==> src/rtl/dma_chain_pkg.sv <==
package dma_chain_pkg;

    localparam int WORD_W = 32;
    localparam int LEN_W  = 16;

    // Control word: enable in bit 0 upward, length in bits 20:5
    typedef struct packed {
        logic [10:0]      spare;
        logic [LEN_W-1:0] len_bytes;
        logic             iso;
        logic             lock;
        logic             irq_en;
        logic             reload;
        logic             enable;
    } ctrl_t;

    typedef enum logic [2:0] {
        ST_IDLE,
        ST_FETCH,
        ST_BSET,
        ST_DATA,
        ST_BUFEND
    } state_e;

endpackage

==> src/rtl/dmac_len_words.sv <==
module dmac_len_words #(
    parameter int LEN_W   = 16,
    parameter int WORDS_W = LEN_W - 1
) (
    input  logic [LEN_W-1:0]   bytes_in,
    output logic [WORDS_W-1:0] words_out
);
    // Round a byte count up to whole words
    always_comb begin
        words_out = WORDS_W'(bytes_in >> 2) + WORDS_W'(|bytes_in[1:0]);
    end
endmodule

==> src/rtl/dmac_burst_sizer.sv <==
module dmac_burst_sizer #(
    parameter int WORDS_W  = 15,
    parameter int EP_W     = 11,
    parameter int CNT_W    = 9,
    parameter int BULK_CAP = 128,
    parameter int ISO_CAP  = 256
) (
    input  logic [WORDS_W-1:0] remain,
    input  logic [EP_W-1:0]    ep_size,
    input  logic               iso,
    output logic [CNT_W-1:0]   burst
);
    logic [31:0] cap_v;
    logic [31:0] lim_v;

    always_comb begin
        cap_v = iso ? 32'(ISO_CAP) : 32'(BULK_CAP);
        lim_v = cap_v;
        if (ep_size != '0 && 32'(ep_size) < lim_v) lim_v = 32'(ep_size);
        if (32'(remain) < lim_v) lim_v = 32'(remain);
        burst = CNT_W'(lim_v);
    end

    always_comb begin
        if (remain != '0) begin
            p_burst_nonzero_r4: assert (burst != '0);
        end
    end
endmodule

==> src/rtl/dma_chain_channel.sv <==
module dma_chain_channel
    import dma_chain_pkg::*;
#(
    parameter int ADDR_W   = 32,
    parameter int EP_W     = 11,
    parameter int BULK_CAP = 128,
    parameter int ISO_CAP  = 256,
    localparam int WORDS_W = LEN_W - 1,
    localparam int CNT_W   = $clog2(ISO_CAP + 1)
) (
    input  logic              clk,
    input  logic              rst_n,
    input  logic              start,
    input  logic [ADDR_W-1:0] desc_head,
    input  logic [EP_W-1:0]   ep_words,
    output logic              bus_valid,
    output logic [ADDR_W-1:0] bus_addr,
    output logic              bus_lock,
    input  logic              bus_ready,
    input  logic [WORD_W-1:0] bus_rdata,
    output logic              fifo_push,
    output logic [WORD_W-1:0] fifo_data,
    output logic [CNT_W-1:0]  burst_len,
    output logic              busy,
    output logic              buf_done,
    output logic              buf_irq,
    output logic              chain_done,
    output logic [ADDR_W-1:0] cur_next,
    output logic [ADDR_W-1:0] cur_addr,
    output logic [WORD_W-1:0] cur_ctrl
);

    typedef struct packed {
        state_e              st;
        logic [1:0]          idx;
        logic [ADDR_W-1:0]   ptr;
        logic [ADDR_W-1:0]   nxt;
        logic [ADDR_W-1:0]   addr;
        ctrl_t               ctrl;
        logic [WORDS_W-1:0]  remain;
        logic [CNT_W-1:0]    left;
        logic [CNT_W-1:0]    blen;
    } regs_t;

    regs_t q, d;

    ctrl_t              fetched_ctrl;
    logic [WORDS_W-1:0] fetched_words;
    logic [CNT_W-1:0]   sized_burst;
    logic               follow;

    assign fetched_ctrl = ctrl_t'(bus_rdata);

    dmac_len_words #(
        .LEN_W   (LEN_W),
        .WORDS_W (WORDS_W)
    ) u_len (
        .bytes_in  (fetched_ctrl.len_bytes),
        .words_out (fetched_words)
    );

    dmac_burst_sizer #(
        .WORDS_W  (WORDS_W),
        .EP_W     (EP_W),
        .CNT_W    (CNT_W),
        .BULK_CAP (BULK_CAP),
        .ISO_CAP  (ISO_CAP)
    ) u_sizer (
        .remain  (q.remain),
        .ep_size (ep_words),
        .iso     (q.ctrl.iso),
        .burst   (sized_burst)
    );

    assign follow = q.ctrl.reload && (q.nxt != '0);

    always_comb begin
        d = q;
        unique case (q.st)
            ST_IDLE: begin
                if (start) begin
                    d.ptr = desc_head;
                    d.idx = 2'd0;
                    d.st  = ST_FETCH;
                end
            end
            ST_FETCH: begin
                if (bus_ready) begin
                    d.idx = q.idx + 2'd1;
                    case (q.idx)
                        2'd0:    d.nxt  = bus_rdata;
                        2'd1:    d.addr = bus_rdata;
                        default: begin
                            d.ctrl   = fetched_ctrl;
                            d.remain = fetched_words;
                            if (!fetched_ctrl.enable || fetched_words == '0)
                                d.st = ST_BUFEND;
                            else
                                d.st = ST_BSET;
                        end
                    endcase
                end
            end
            ST_BSET: begin
                d.blen = sized_burst;
                d.left = sized_burst;
                d.st   = ST_DATA;
            end
            ST_DATA: begin
                if (bus_ready) begin
                    d.addr   = q.addr + ADDR_W'(4);
                    d.remain = q.remain - WORDS_W'(1);
                    d.left   = q.left - CNT_W'(1);
                    if (q.remain == WORDS_W'(1))
                        d.st = ST_BUFEND;
                    else if (q.left == CNT_W'(1))
                        d.st = ST_BSET;
                end
            end
            ST_BUFEND: begin
                if (follow) begin
                    d.ptr = q.nxt;
                    d.idx = 2'd0;
                    d.st  = ST_FETCH;
                end else begin
                    d.st = ST_IDLE;
                end
            end
            default: d.st = ST_IDLE;
        endcase
    end

    always_ff @(posedge clk or negedge rst_n) begin
        if (!rst_n) begin
            q <= '{st: ST_IDLE, idx: 2'd0, ptr: '0, nxt: '0, addr: '0,
                   ctrl: '0, remain: '0, left: '0, blen: '0};
        end else begin
            q <= d;
        end
    end

    assign bus_valid  = (q.st == ST_FETCH) || (q.st == ST_DATA);
    assign bus_addr   = (q.st == ST_FETCH) ? q.ptr + ADDR_W'({q.idx, 2'b00}) : q.addr;
    assign bus_lock   = q.ctrl.lock && ((q.st == ST_BSET) || (q.st == ST_DATA));
    assign fifo_push  = (q.st == ST_DATA) && bus_ready;
    assign fifo_data  = bus_rdata;
    assign burst_len  = q.blen;
    assign busy       = (q.st != ST_IDLE);
    assign buf_done   = (q.st == ST_BUFEND);
    assign buf_irq    = (q.st == ST_BUFEND) && q.ctrl.irq_en;
    assign chain_done = (q.st == ST_BUFEND) && !follow;
    assign cur_next   = q.nxt;
    assign cur_addr   = q.addr;
    assign cur_ctrl   = q.ctrl;

    // Stalled beat keeps request and address
    p_stall_hold_r9: assert property (@(posedge clk) disable iff (!rst_n)
        (bus_valid && !bus_ready) |=> (bus_valid && $stable(bus_addr)));

    // Consecutive beats in a burst step one word
    p_seq_addr_r3: assert property (@(posedge clk) disable iff (!rst_n)
        (q.st == ST_DATA && bus_ready && q.left > CNT_W'(1))
        |=> (bus_addr == $past(bus_addr) + ADDR_W'(4)));

    // Burst never exceeds the cap of its endpoint type
    p_burst_cap_r4: assert property (@(posedge clk) disable iff (!rst_n)
        (q.st == ST_DATA) |->
        (32'(q.blen) <= (q.ctrl.iso ? ISO_CAP : BULK_CAP)));

    // Lock survives the gap between bursts of one buffer
    p_lock_between_r5: assert property (@(posedge clk) disable iff (!rst_n)
        (fifo_push && q.ctrl.lock && q.remain > WORDS_W'(1)) |=> bus_lock);

    // Descriptor reads never locked
    p_fetch_unlocked_r5: assert property (@(posedge clk) disable iff (!rst_n)
        (q.st == ST_FETCH) |-> !bus_lock);

    // End of chain is always also end of a buffer
    p_chain_end_r6: assert property (@(posedge clk) disable iff (!rst_n)
        chain_done |-> buf_done);

    // Buffer-done is a single-cycle pulse
    p_done_pulse_r7: assert property (@(posedge clk) disable iff (!rst_n)
        buf_done |=> !buf_done);

    // Idle channel stays off the bus
    p_idle_quiet_r11: assert property (@(posedge clk) disable iff (!rst_n)
        !busy |-> (!bus_valid && !bus_lock));

endmodule

==> config.mk <==
export PLATFORM = sky130hd
export DESIGN_NAME = dma_chain_channel
export DESIGN_NICKNAME = d
export VERILOG_FILES = /design/src/rtl/dma_chain_pkg.sv /design/src/rtl/dmac_len_words.sv /design/src/rtl/dmac_burst_sizer.sv /design/src/rtl/dma_chain_channel.sv
export SDC_FILE = /design/constraint.sdc
export NUM_CORES = 1
export LEC_CHECK = 0
export ABC_AREA = 1
export BUFFER_PORTS_ARGS = -buffer_cell sky130_fd_sc_hd__buf_2
export CAP_MARGIN = 20
export CORE_MARGIN = 2
export CORE_UTILIZATION = 50
export DETAILED_ROUTE_END_ITERATION = 16
export GPL_TIMING_DRIVEN = 1
export PLACE_DENSITY = 0.9
export REMOVE_ABC_BUFFERS = 1
export SETUP_SLACK_MARGIN = 0.4
export SLEW_MARGIN = 20
export SYNTH_ARGS = -nofsm -noshare
export SYNTH_HDL_FRONTEND = slang
export SYNTH_SLANG_ARGS = --single-unit
export TNS_END_PERCENT = 50
==> constraint.sdc <==
create_clock -name clk -period 2.7 [get_ports clk]
set_input_delay 0.27 -clock clk [delete_from_list [all_inputs] [get_ports clk]]
set_output_delay 0.27 -clock clk [all_outputs]
set_load 0.02 [all_outputs]
==> results summary <==
The portion of the clock cycle consumed by the worst path in the final layout is 1.19. The detail-routed via count per cell is 5.74. The final-report hold violation count is 0. The register-to-register path setup slack came out at -0.30 ns. The final global-route overflow total came out at 0. The final-stage net count came out at 1,845. The share of final-layout standard cells stronger than drive strength 1 came out at 0.310.

The number of max-capacitance violations reported is 0. The routed design could run at a clock period as short as 3.22 ns. The fraction of synthesized cell area taken by the top area cell type is 0.367. The number of rows in the core area is 55. By instance count, the cell type seen most on the critical path is sky130_fd_sc_hd__buf_6. The number of warnings issued by yosys came out at 0. The final number of max-transition violations is 0. The run finished, with violations left.

For this configuration, the core starts out at a cell density of 0.505. The proportion of register bits with asynchronous set or reset after synthesis is 1.00. In this run the vertical extent of the chip is 154 µm. In this run the power density over the cells is 1220 nW/µm².

Traced cell by cell, the critical path runs through ha_2, inv_2, fa_2, nor3_4, nand2_2, nor2_4, buf_4, buf_6, buf_6, buf_6, buf_6, buf_6, buf_6, buf_6, buf_6, nor2_2, o22ai_2, buf_6. The number of iterations in the first detailed-routing pass is 6. The count of port buffers added during placement is 254. The overall global routing resource usage came out at 0.302. Including well taps, the total number of placed cells is 1,954. The maximum cell stage delay along the critical path is 0.37 ns. The cell class contributing the biggest share of worst-path delay is buffers and inverters. Data on the critical path is required at its endpoint by 2.43 ns. The distinct cell type count of the synthesized netlist came out at 46.

The static leakage is 6.94 nW. The finished cells cover 14,000 µm². The tree is rooted in a sky130_fd_sc_hd__clkbuf_16. The antenna diode count came out at 0. Setup violations remaining at the end of the flow were counted as 31. The setup slack after placement came out at -0.0791 ns. The wire length of the first global-routing pass is 57.2 mm.

The kind of launch point of the worst setup path is a flop. Of all nets on the critical path, the largest fanout is 2. The number of top-level design ports came out at 255. By area the synthesized netlist is led by sky130_fd_sc_hd__dfrtp_1, sky130_fd_sc_hd__nand2_1, sky130_fd_sc_hd__buf_4. Averaged over all synthesized cells, the footprint is 7.23 µm². The number of antenna violations at the first check in global routing is 0. sky130_fd_sc_hd__dfrtp_1 takes more of the synthesized area than any other cell. The number of cells produced by synthesis is 1,566. The maximum buffer depth of the clock tree came out at 2.

The tightest min-delay check is of the in -> reg type. TritonCTS built the clock tree. The number of non-filler instances in the completed layout came out at 2,041. The relative slew slack is 0.572. The critical path buffer and inverter count came out at 11. The detailed router finished its first iteration with 1,786 violations.

Data on the critical path arrives at its endpoint at 2.95 ns. The transition time at the pin with the least slew margin is 0.637 ns. Routability-driven placement finished with a final weighted congestion of 0.954. The post-detailed-route count of antenna-violating nets came out at 0.

In the final routed layout, each cell accounts on average for 19.4 µm. By startpoint and endpoint, the worst setup path is classified as reg -> out. The layout overhead on the synthesized area is 23.6%. The half-perimeter wire length after detailed placement came out at 25.7 mm.

The final critical-path setup slack is -0.517 ns. In this run, synthesis inferred 0 flip-flops with an integrated enable. The upper clock frequency limit came out at 311 MHz. The core outline area came out at 22,400 µm². Wires add up to 39.5 mm. The clock latency of the later-clocked register in the worst-skew pair came out at 0.44 ns. The type of element capturing the critical path is an output pin. The final reports fail on negative setup slack. The die covers 23,900 µm².

The flip-flop and latch count after synthesis came out at 166. The number of sinks driven by the clock tree came out at 166. The number of buffers created by CTS is 17. The end-of-flow core utilization came out at 0.624. In the synthesized netlist the dominant register cell turns out to be sky130_fd_sc_hd__dfrtp_1. The cell area reported after detailed placement came out at 12,000 µm². The total via count in the routed design is 11.7k. The H-tree generated during clock tree synthesis spans 4 levels. The clock slew at the register clock pins of the worst setup and hold paths came out at 0.07 ns. The combined area of all synthesized cells came out at 11,300 µm². The via count of the first global-routing pass came to 10.9k. The maximum VDD drop is 0.794 mV. Setup repair after global routing could not meet its margin everywhere. The post-route setup TNS is -7.75 ns. Entering global routing, the biggest net connects 65 pins. The horizontal die dimension is 154 µm.

The sequential cell area fraction in the yosys report is 0.367. The slowest stage of the critical path is the sky130_fd_sc_hd__fa_2 cell. The setup skew after layout came out at 0.0245 ns.

For this run, design rule violations remaining after detail routing come to 0.
cell families (layout without fill, tap and decap cells):
kind of cell / after synthesis / in the layout / synth area share
other: 1 / 2 / 0.000331
AND/OR/NAND/NOR: 657 / 658 / 0.253
AO/OA/AOI/OAI: 302 / 302 / 0.147
adder cells (fa/ha/maj): 23 / 23 / 0.0261
buffers and inverters: 373 / 561 / 0.173
XOR/XNOR: 44 / 44 / 0.0340
flip-flops: 166 / 166 / 0.367
area by class of cell:
class | count | area (µm²)
Clock buffer | 22 | 484
Clock inverter | 10 | 141
Fill cell | 1827 | 8430
Inverter | 182 | 688
Timing Repair Buffer | 347 | 2220
Tap cell | 285 | 357
Multi-Input combinational cell | 1029 | 5940
Sequential cell | 166 | 4160
per-stage QoR:
step	hold WS, ns	power [mW]
after floorplan	-0.0256	9.66
after global placement	0.288	12.5
after detailed placement	0.296	12.8
after CTS	0.131	16.0
after global routing	0.143	18.0
final	0.144	17.1
path summary, 6_finish.rpt:
check,start,to,depth (start not counted)
worst max register to register,cur_ctrl[4]$_DFFE_PN0P_,q[13]$_DFFE_PN0P_,23
min in group asynchronous,rst_n,cur_ctrl[22]$_DFFE_PN0P_,2
worst max-delay path,q[161]$_DFFE_PN0P_,bus_addr[8],18
max in group asynchronous,rst_n,q[18]$_DFFE_PN0P_,3
worst min register to register,cur_ctrl[17]$_DFFE_PN0P_,cur_ctrl[17]$_DFFE_PN0P_,2
worst min-delay path,bus_rdata[31],cur_next[31]$_DFFE_PN0P_,3
state kept, by name (all words and copies together), names as in the netlist:
| signal | count |
|---|---|
| q | 61 |
| burst_len | 9 |
| cur_ctrl | 32 |
| cur_next | 32 |
| cur_addr | 32 |
tightest hold or removal path: stages:
cell                      delay, ns
sky130_fd_sc_hd__buf_2         0.12
sky130_fd_sc_hd__inv_1         0.06
sky130_fd_sc_hd__o21ai_0       0.08
report_power, final:
part	switching [mW]	leakage, nW	internal [mW]
clock network	1.05	0.303	1.56
logic	6.14	4.60	3.29
registers	1.42	2.03	3.65
total	8.61	6.94	8.50
timing repair:
action	in CTS	in global routing
hold buffers	1	0
gates resized for setup	97	125
endpoints found under the setup margin	52	60
cloned	2	0
hold endpoints to repair	57	0
pin swaps	36	45
buffers inserted	42	10
placed cells by master (no fill, tap or decap), drive strengths merged, types with 2 or more instances in the layout:
cell and n:
nor3 27, xor2 41, clkinvlp 2, xnor2 3, o22ai 8, and3 2
ha 22, o32ai 2, a21oi 70, nand4 25, nor2 119, o21ai 174
a211oi 2, a22oi 22, nand3 56, or2 3, buf 346, nand2 407
clkbuf 22, a31oi 17, conb 2, clkinv 4, inv 183, o21a 2
a32oi 2, dfrtp 166, bufinv 3, nor4 18
cells in the mapped netlist (4+ instances only):
library cell / number
sky130_fd_sc_hd__nand2_1: 393
sky130_fd_sc_hd__inv_1: 168
sky130_fd_sc_hd__o21ai_0: 167
sky130_fd_sc_hd__dfrtp_1: 166
sky130_fd_sc_hd__buf_4: 137
sky130_fd_sc_hd__nor2_1: 102
sky130_fd_sc_hd__a21oi_1: 69
sky130_fd_sc_hd__nand3_1: 54
sky130_fd_sc_hd__xor2_1: 41
sky130_fd_sc_hd__clkbuf_1: 38
sky130_fd_sc_hd__nand4_1: 24
sky130_fd_sc_hd__ha_1: 22
sky130_fd_sc_hd__nor3_1: 22
sky130_fd_sc_hd__a22oi_1: 21
sky130_fd_sc_hd__nor4_1: 18
sky130_fd_sc_hd__a31oi_1: 17
sky130_fd_sc_hd__inv_2: 13
sky130_fd_sc_hd__nand2_2: 12
sky130_fd_sc_hd__buf_2: 9
sky130_fd_sc_hd__nor2_2: 9
sky130_fd_sc_hd__nor2_4: 8
sky130_fd_sc_hd__o22ai_1: 8
sky130_fd_sc_hd__o21ai_1: 7
sky130_fd_sc_hd__buf_6: 4
metal layers:
| layer | wire, µm | track usage | part of all wire | vias to the layer above |
|---|---|---|---|---|
| met3 | 3360 | 0.0552 | 0.085 | 169 |
| met5 | 0 | 0 | 0 | - |
| met1 | 14700 | 0.388 | 0.37 | 5506 |
| met4 | 2430 | 0.130 | 0.061 | 0 |
| met2 | 19000 | 0.503 | 0.48 | 737 |
| li1 | - | - | - | 5307 |
Power figures use the tool's default switching activity.
